<file path="src/rtl/rtc_alarm_pkg.sv">
package rtc_alarm_pkg;
  localparam int ALM_W      = 8;
  localparam int NUM_FIELDS = 4;
  localparam int F_SEC  = 0;
  localparam int F_MIN  = 1;
  localparam int F_HOUR = 2;
  localparam int F_DATE = 3;

  typedef logic [ALM_W-1:0] alm_byte_t;

  // Wildcard code: both top bits set.
  function automatic logic is_wild(input alm_byte_t b);
    return &b[ALM_W-1:ALM_W-2];
  endfunction

  // Field hit: wildcard or full bitwise equality.
  function automatic logic field_hit(input alm_byte_t alm, input alm_byte_t cur);
    return is_wild(alm) || (alm == cur);
  endfunction
endpackage

</file>
<file path="src/rtl/alarm_field_cmp.sv">
module alarm_field_cmp
  import rtc_alarm_pkg::*;
(
  input  alm_byte_t alm_i,
  input  alm_byte_t cur_i,
  output logic      wild_o,
  output logic      hit_o
);
  assign wild_o = is_wild(alm_i);
  assign hit_o  = field_hit(alm_i, cur_i);

  // a wildcard byte always hits; R3: a plain miss has differing bits
  always_comb begin
    if (wild_o) assert_wild_hits_R2: assert (hit_o);
    if (!wild_o && !hit_o) assert_miss_differs_R3: assert (alm_i != cur_i);
  end
endmodule

</file>
<file path="src/rtl/alarm_flag_ctrl.sv">
module alarm_flag_ctrl (
  input  logic clk,
  input  logic rst_n,
  input  logic set_i,
  input  logic clr_i,
  output logic flag_o
);
  always_ff @(posedge clk or negedge rst_n) begin
    if (!rst_n)      flag_o <= 1'b0;
    else if (set_i)  flag_o <= 1'b1;
    else if (clr_i)  flag_o <= 1'b0;
  end

  assert_set_wins_R6: assert property (@(posedge clk) disable iff (!rst_n)
    set_i |=> flag_o);
  assert_clear_R5: assert property (@(posedge clk) disable iff (!rst_n)
    (clr_i && !set_i) |=> !flag_o);
  assert_sticky_R5: assert property (@(posedge clk) disable iff (!rst_n)
    (flag_o && !clr_i) |=> flag_o);
  assert_no_spurious_R4: assert property (@(posedge clk) disable iff (!rst_n)
    (!flag_o && !set_i) |=> !flag_o);
endmodule

</file>
<file path="src/rtl/rtc_alarm_match.sv">
module rtc_alarm_match
  import rtc_alarm_pkg::*;
(
  input  logic       clk,
  input  logic       rst_n,
  input  logic       upd_tick,
  input  logic [7:0] now_sec,
  input  logic [7:0] now_min,
  input  logic [7:0] now_hour,
  input  logic [7:0] now_date,
  input  logic [7:0] alm_sec,
  input  logic [7:0] alm_min,
  input  logic [7:0] alm_hour,
  input  logic [7:0] alm_date,
  input  logic       alarm_en,
  input  logic       stat_rd,
  output logic       alarm_flag,
  output logic       alarm_irq
);
  alm_byte_t alm_vec [NUM_FIELDS];
  alm_byte_t cur_vec [NUM_FIELDS];
  logic [NUM_FIELDS-1:0] hit_vec;
  logic [NUM_FIELDS-1:0] wild_vec;
  logic all_hit;
  logic match_evt;

  always_comb begin
    alm_vec[F_SEC]  = alm_sec;   cur_vec[F_SEC]  = now_sec;
    alm_vec[F_MIN]  = alm_min;   cur_vec[F_MIN]  = now_min;
    alm_vec[F_HOUR] = alm_hour;  cur_vec[F_HOUR] = now_hour;
    alm_vec[F_DATE] = alm_date;  cur_vec[F_DATE] = now_date;
  end

  for (genvar g = 0; g < NUM_FIELDS; g++) begin : g_field
    alarm_field_cmp u_cmp (
      .alm_i (alm_vec[g]),
      .cur_i (cur_vec[g]),
      .wild_o(wild_vec[g]),
      .hit_o (hit_vec[g])
    );
  end

  assign all_hit   = &hit_vec;
  assign match_evt = upd_tick && all_hit;

  alarm_flag_ctrl u_flag (
    .clk   (clk),
    .rst_n (rst_n),
    .set_i (match_evt),
    .clr_i (stat_rd),
    .flag_o(alarm_flag)
  );

  assign alarm_irq = alarm_flag && alarm_en;

  // every field wildcarded means any strobe is an event
  assert_all_wild_fires_R8: assert property (@(posedge clk) disable iff (!rst_n)
    (upd_tick && (&wild_vec)) |=> alarm_flag);
  // the flag only rises after a strobe
  assert_rise_needs_tick_R4: assert property (@(posedge clk) disable iff (!rst_n)
    (!upd_tick) |=> !$rose(alarm_flag));
  // interrupt gated by enable
  assert_irq_gate_R7: assert property (@(posedge clk) disable iff (!rst_n)
    alarm_irq |-> (alarm_flag && alarm_en));
  assert_irq_follow_R7: assert property (@(posedge clk) disable iff (!rst_n)
    (alarm_flag && alarm_en) |-> alarm_irq);
endmodule

</file>
<file path="config.mk">
export PLATFORM = sky130hd
export DESIGN_NAME = rtc_alarm_match
export DESIGN_NICKNAME = d
export VERILOG_FILES = /design/src/rtl/rtc_alarm_pkg.sv /design/src/rtl/alarm_field_cmp.sv /design/src/rtl/alarm_flag_ctrl.sv /design/src/rtl/rtc_alarm_match.sv
export SDC_FILE = /design/constraint.sdc
export NUM_CORES = 1
export LEC_CHECK = 0
export ABC_AREA = 1
export BUFFER_PORTS_ARGS = -buffer_cell sky130_fd_sc_hd__buf_2
export CORE_MARGIN = 1.5
export CORE_UTILIZATION = 34
export CTS_CLUSTER_DIAMETER = 100
export DETAILED_ROUTE_END_ITERATION = 16
export HOLD_SLACK_MARGIN = 0.03
export PLACE_DENSITY_LB_ADDON = 0.25
export SLEW_MARGIN = 20
export SYNTH_ARGS = -nofsm -noshare
export SYNTH_HDL_FRONTEND = slang
export SYNTH_SLANG_ARGS = --single-unit
</file>
<file path="constraint.sdc">
create_clock -name clk -period 1.05 [get_ports clk]
set_input_delay 0.21 -clock clk [delete_from_list [all_inputs] [get_ports clk]]
set_output_delay 0.21 -clock clk [all_outputs]
set_load 0.01 [all_outputs]
</file>
==> results of run 1 <==
## placed cells by master, fill, tap and decap left out, types with 5 or more instances in the layout
master and count:
buf_2 65, nand2_1 51, inv_1 18, xnor2_1 16, nor2_1 9, xnor2_2 7, buf_6 5
## per-layer routing
layer  part of all wire  GRT usage
met5                  0          0
met4                  0          0
met3              0.068    0.00417
met2               0.60      0.376
met1               0.33      0.181
## tightest hold or removal path: cells and delay by family
| family | cells | cell delay (ns) |
|---|---|---|
| buffers and inverters | 1 | 0.10 |
| AND/OR/NAND/NOR | 1 | 0.07 |
| AO/OA/AOI/OAI | 1 | 0.06 |
## cell families (layout without fill, tap and decap cells)
logic type             count (synthesis)  after routing  share of synthesized area
flip-flops                             1              1                     0.0449
AO/OA/AOI/OAI                          1              1                     0.0202
XOR/XNOR                              23             23                      0.362
AND/OR/NAND/NOR                       64             64                      0.445
buffers and inverters                 19             90                      0.128
## final timing paths
| check | start | to | slack (ns) | cells past startpoint |
|---|---|---|---|---|
| max in group asynchronous | rst_n | u_flag.flag_o | 0.42 | 2 |
| min in group asynchronous | rst_n | u_flag.flag_o | 0.54 | 2 |
| min | upd_tick | u_flag.flag_o | 0.49 | 3 |
| min reg2reg | u_flag.flag_o | u_flag.flag_o | 0.60 | 3 |
| max | now_min[1] | u_flag.flag_o | 0.04 | 8 |
| max reg2reg | u_flag.flag_o | u_flag.flag_o | 0.30 | 3 |
## final cells by class
class                      count  area (µm²)  area share
tap                           16        20.0      0.0195
timing repair buffer          71         392       0.382
inverter                      19        71.3      0.0695
multi-input combinational     88         518       0.505
sequential                     1        25.0      0.0244
## power breakdown
group | switching (mW) | internal (mW)
Clock | 0 | 0
Sequential | 0.000128 | 0.0394
Combinational | 0.140 | 0.213
Total | 0.140 | 0.252
## timing repair
item / CTS / global route
gates resized for setup: 0 / 17
hold buffers: 1 / 0
endpoints found under the hold margin: 1 / 0
endpoints found under the setup margin: 0 / 1
==> impl_metrics.csv, run 1 <==
group,metric,value,unit
status,outcome,"finished, final reports clean",
floorplan,die_w,43.5,µm
cells_and_area,area_growth_syn_to_layout,84.3,%
place,place.port_buffers,70,
floorplan,die_area,1890,µm²
cells_and_area,top_regs,"u_flag.flag_o (1)",
sta,fin_hold_ws,0.485,ns
cells_and_area,largest_register_ffs,1,
logic_synthesis,synth_seq_area_share,0.0449,
logic_synthesis,synth_flop_cell,"dfrtp_1",
place,place_area,927,µm²
global_route,grt_usage,0.170,
sta,worst_clock_skew,0,ns
critical_path,required,0.97,ns
logic_synthesis,syn_inst,108,
sta,relSlewSlack,0.906,
cells_and_area,post-route-util,0.673,
sta,rsz0062_at_grt,"true",
logic_synthesis,yosysMostFrequentCell,"nand2_1",
floorplan,row_count,14,
detailed_routing,drc,0,
sta,hold_viol,0,
detailed_routing,routed-via-count,839,
logic_synthesis,yosysWarnings,0,
sta,setup_viol,0,
global_route,grt_start_max_net_pins,4,
logic_synthesis,syn_area_per_cell,5.16,µm²
logic_synthesis,synthTopCellsByArea,"xnor2_1, nand2_1, inv_1",
critical_path,crit_family,"simple AND/OR/NAND/NOR gates",
logic_synthesis,synth_area,557,µm²
critical_path,slowest_stage,"xnor2_1",
clock_network,post-cts-setup-buffers,0,
critical_path,cp_common_cell,"nand2_1",
power_and_ir_drop,ir_worst_vdd,0.185,mV
logic_synthesis,synth_edf_count,0,
logic_synthesis,synthDistinctLibCells,9,
power_and_ir_drop,total_power,393,µW
cells_and_area,stdcell_count,195,
floorplan,core,1520,µm²
global_route,grt_first_pass_wirelength,2640,µm
global_route,grt-ovfl-total,0,
power_and_ir_drop,p_leak,0.648,nW
floorplan,start_util,0.365,
clock_network,path_clk_slew,0,ns
sta,setup_tns,0,ns
sta,fin_crit_sh,0.966,
global_route,antenna_found_initial,0,
detailed_routing,wl_per_cell,8.17,µm
place,dp_slack,0.0361,ns
detailed_routing,via_per_inst,4.30,
detailed_routing,firstDrtPassIters,2,
place,hpwl,1410,µm
logic_synthesis,synth_top_cell_by_area,"xnor2_1",
sta,tightest_slew,0.140,ns
critical_path,critPathMaxFanout,1,
global_route,grt_pass1_vias,754,
floorplan,die_h,43.5,µm
cells_and_area,regMostFlops,"u_flag.flag_o",
cells_and_area,stdcell_area,1030,µm²
logic_synthesis,async_reset_ff_frac,1.00,
critical_path,cp.arrival,0.94,ns
logic_synthesis,synth_common_cells,"nand2_1, xnor2_1, inv_1, nor2_1, nand3_1",
place,place_inst,194,
detailed_routing,drtIter0Drc,2,
sta,fmax,985,MHz
detailed_routing,antenna_left,0,
floorplan,num_io_pins,71,
power_and_ir_drop,power_density,383,nW/µm²
logic_synthesis,ys_ff_latch,1,
logic_synthesis,synth_fp_nets,177,
place,gp_congestion,0.640,
logic_synthesis,synth_top_area_share,0.362,
cells_and_area,drive_above_1_share,0.447,
min_path,min_path_type,"input pin to flop",
critical_path,critPathBufInv,1,
sta,final_max_slew_viol_count,0,
clock_network,clkLatencyLatePin,0,ns
cells_and_area,fin_nets,250,
critical_path,crit_type,"input pin to flop",
sta,layout_min_cycle_time,1.01,ns
critical_path,cp-start-kind,"input pin",
sta,fin_ws,0.0352,ns
flow_run,maxCapViolCount,0,
detailed_routing,totalWireLength,1590,µm
critical_path,worst_path_largest_cell_delay,0.14,ns
cells_and_area,diodes,0,
critical_path,crit_path_cell_trace,"buf_2, xnor2_1, nand2_1, nor2_1, nand2_1, nand2_1, nand3_2, o21bai_2",
critical_path,crit_path_end_kind,"flop",
cells_and_area,fill_cells,149,
Power figures use the tool's default switching activity.
==> run 2: changes to the inputs <==
- CELL_PAD_IN_SITES_DETAIL_PLACEMENT: default -> 0
- CELL_PAD_IN_SITES_GLOBAL_PLACEMENT: default -> 1
- CORE_UTILIZATION: 34 -> 19
==> run 2 against run 1 <==
Cell area is 2.7% lower; critical endpoint unchanged; worst hold slack worse by 0.011 ns; power is 5.0% lower; register-to-register slack worse by 0.02 ns; critical path type unchanged; fmax is 0.46% higher; clock skew stayed put.
==> impl_metrics.csv, run 2 (synthesis gave the netlist of run 1 again) <==
group,metric,value,unit
cells_and_area,final_common_cell,"buf_2",
clock_network,path_clk_slew,0,ns
global_route,grt_pass1_vias,700,
cells_and_area,fin_nets,250,
detailed_routing,antenna_left,0,
critical_path,cp_common_cell,"nand2_1",
place,place.port_buffers,70,
cells_and_area,regMostFlops,"u_flag.flag_o",
detailed_routing,via_per_inst,3.88,
sta,rsz0062_at_grt,"true",
critical_path,crit_path_end_kind,"flop",
global_route,grt_start_max_net_pins,4,
floorplan,row_count,19,
sta,relSlewSlack,0.911,
sta,layout_min_cycle_time,1.01,ns
global_route,grt_first_pass_wirelength,2440,µm
critical_path,slowest_stage,"xnor2_2",
place,gp_congestion,0.676,
cells_and_area,ff_latch_area,25.0,µm²
sta,tightest_slew,0.132,ns
critical_path,cp-start-kind,"input pin",
clock_network,post-cts-setup-buffers,0,
cells_and_area,largest_register_ffs,1,
critical_path,required,0.97,ns
detailed_routing,routed-via-count,814,
sta,fmax,990,MHz
critical_path,crit_family,"simple AND/OR/NAND/NOR gates",
detailed_routing,wl_per_cell,7.43,µm
sta,setup_tns,0,ns
flow_run,maxCapViolCount,0,
cells_and_area,area_growth_syn_to_layout,79.3,%
critical_path,crit_path_cell_trace,"buf_2, xnor2_2, nand2_1, nor2_1, nand2_1, nand2_1, nand3_2, o21bai_2",
floorplan,core,2760,µm²
global_route,antenna_found_initial,0,
detailed_routing,drtIter0Drc,11,
detailed_routing,totalWireLength,1560,µm
floorplan,die_h,57.1,µm
global_route,grt_usage,0.0850,
sta,setup_viol,0,
cells_and_area,mostFrequentLayoutCells,"buf_2, nand2_1, xnor2_1",
cells_and_area,fill_cells,325,
cells_and_area,top_regs,"u_flag.flag_o (1)",
floorplan,die_w,57.1,µm
place,hpwl,1430,µm
global_route,grt-ovfl-total,0,
floorplan,start_util,0.202,
critical_path,reg2reg_slack,0.28,ns
critical_path,worst_path_largest_cell_delay,0.15,ns
sta,fin_crit_sh,0.962,
sta,worst_clock_skew,0,ns
power_and_ir_drop,power_density,373,nW/µm²
power_and_ir_drop,ir_worst_vdd,0.194,mV
cells_and_area,drive_above_1_share,0.464,
critical_path,cp.arrival,0.93,ns
critical_path,critPathMaxFanout,1,
floorplan,die_area,3260,µm²
power_and_ir_drop,p_leak,0.620,nW
cells_and_area,diodes,0,
sta,final_max_slew_viol_count,0,
detailed_routing,drc,0,
sta,hold_viol,0,
detailed_routing,firstDrtPassIters,3,
power_and_ir_drop,total_power,373,µW
min_path,min_path_type,"input pin to flop",
clock_network,clkLatencyLatePin,0,ns
status,outcome,"finished, final reports clean",
floorplan,num_io_pins,71,
cells_and_area,multi_input_area,503,µm²
critical_path,critPathBufInv,1,
critical_path,crit_type,"input pin to flop",
[run 2: layout make-up]
| cell class | instances | share of cell area |
|---|---|---|
| Timing Repair Buffer | 71 | 0.361 |
| Sequential cell | 1 | 0.0251 |
| Multi-Input combinational cell | 88 | 0.504 |
| Inverter | 19 | 0.0714 |
| Tap cell | 31 | 0.0388 |
[run 2: power by group]
part           leakage, nW  switching [mW]  internal, mW  total [mW]
Clock                    0               0             0           0
Combinational        0.606           0.136         0.197       0.333
Sequential          0.0140        0.000152        0.0394      0.0396
Total                0.620           0.136         0.237       0.373
[run 2: final timing paths]
path	start	endpoint	depth (start not counted)
worst max-delay path	now_min[1]	u_flag.flag_o	8
worst min-delay path	upd_tick	u_flag.flag_o	3
worst max register to register	u_flag.flag_o	u_flag.flag_o	3
worst min register to register	u_flag.flag_o	u_flag.flag_o	3
max in group asynchronous	rst_n	u_flag.flag_o	2
min in group asynchronous	rst_n	u_flag.flag_o	2
[run 2: what timing repair did]
item | CTS | global route
hold buffers | 1 | 0
setup endpoints to repair | 0 | 1
resized for setup | 0 | 12
endpoints found under the hold margin | 1 | 0
[run 2: per-layer routing]
layer  vias to the layer above  global-route usage  share of wire
met4                         0                   0              0
li1                        452                   -              -
met3                         0             0.00227          0.092
met5                         -                   0              0
met1                       328              0.0935           0.34
met2                        34               0.186           0.56
[run 2: through the flow]
stage / util / hold slack (ns) / cells / cell area [µm²] / setup slack (ns)
finish: 0.362 / 0.474 / 210 / 998 / 0.0399
global route: 0.362 / 0.495 / 210 / 998 / -0.0635
CTS: 0.347 / 0.492 / 210 / 956 / 0.0270
detailed placement: 0.343 / -0.0146 / 209 / 946 / 0.0331
global placement: 0.343 / -0.0158 / 209 / 946 / 0.0394
floorplan: - / -0.0856 / 108 / 557 / 0.200
[run 2: worst register-to-register path, stage by stage (launching register included)]
cell,delay [ns]
dfrtp_1,0.38
inv_1,0.07
nor2_1,0.03
o21bai_2,0.17
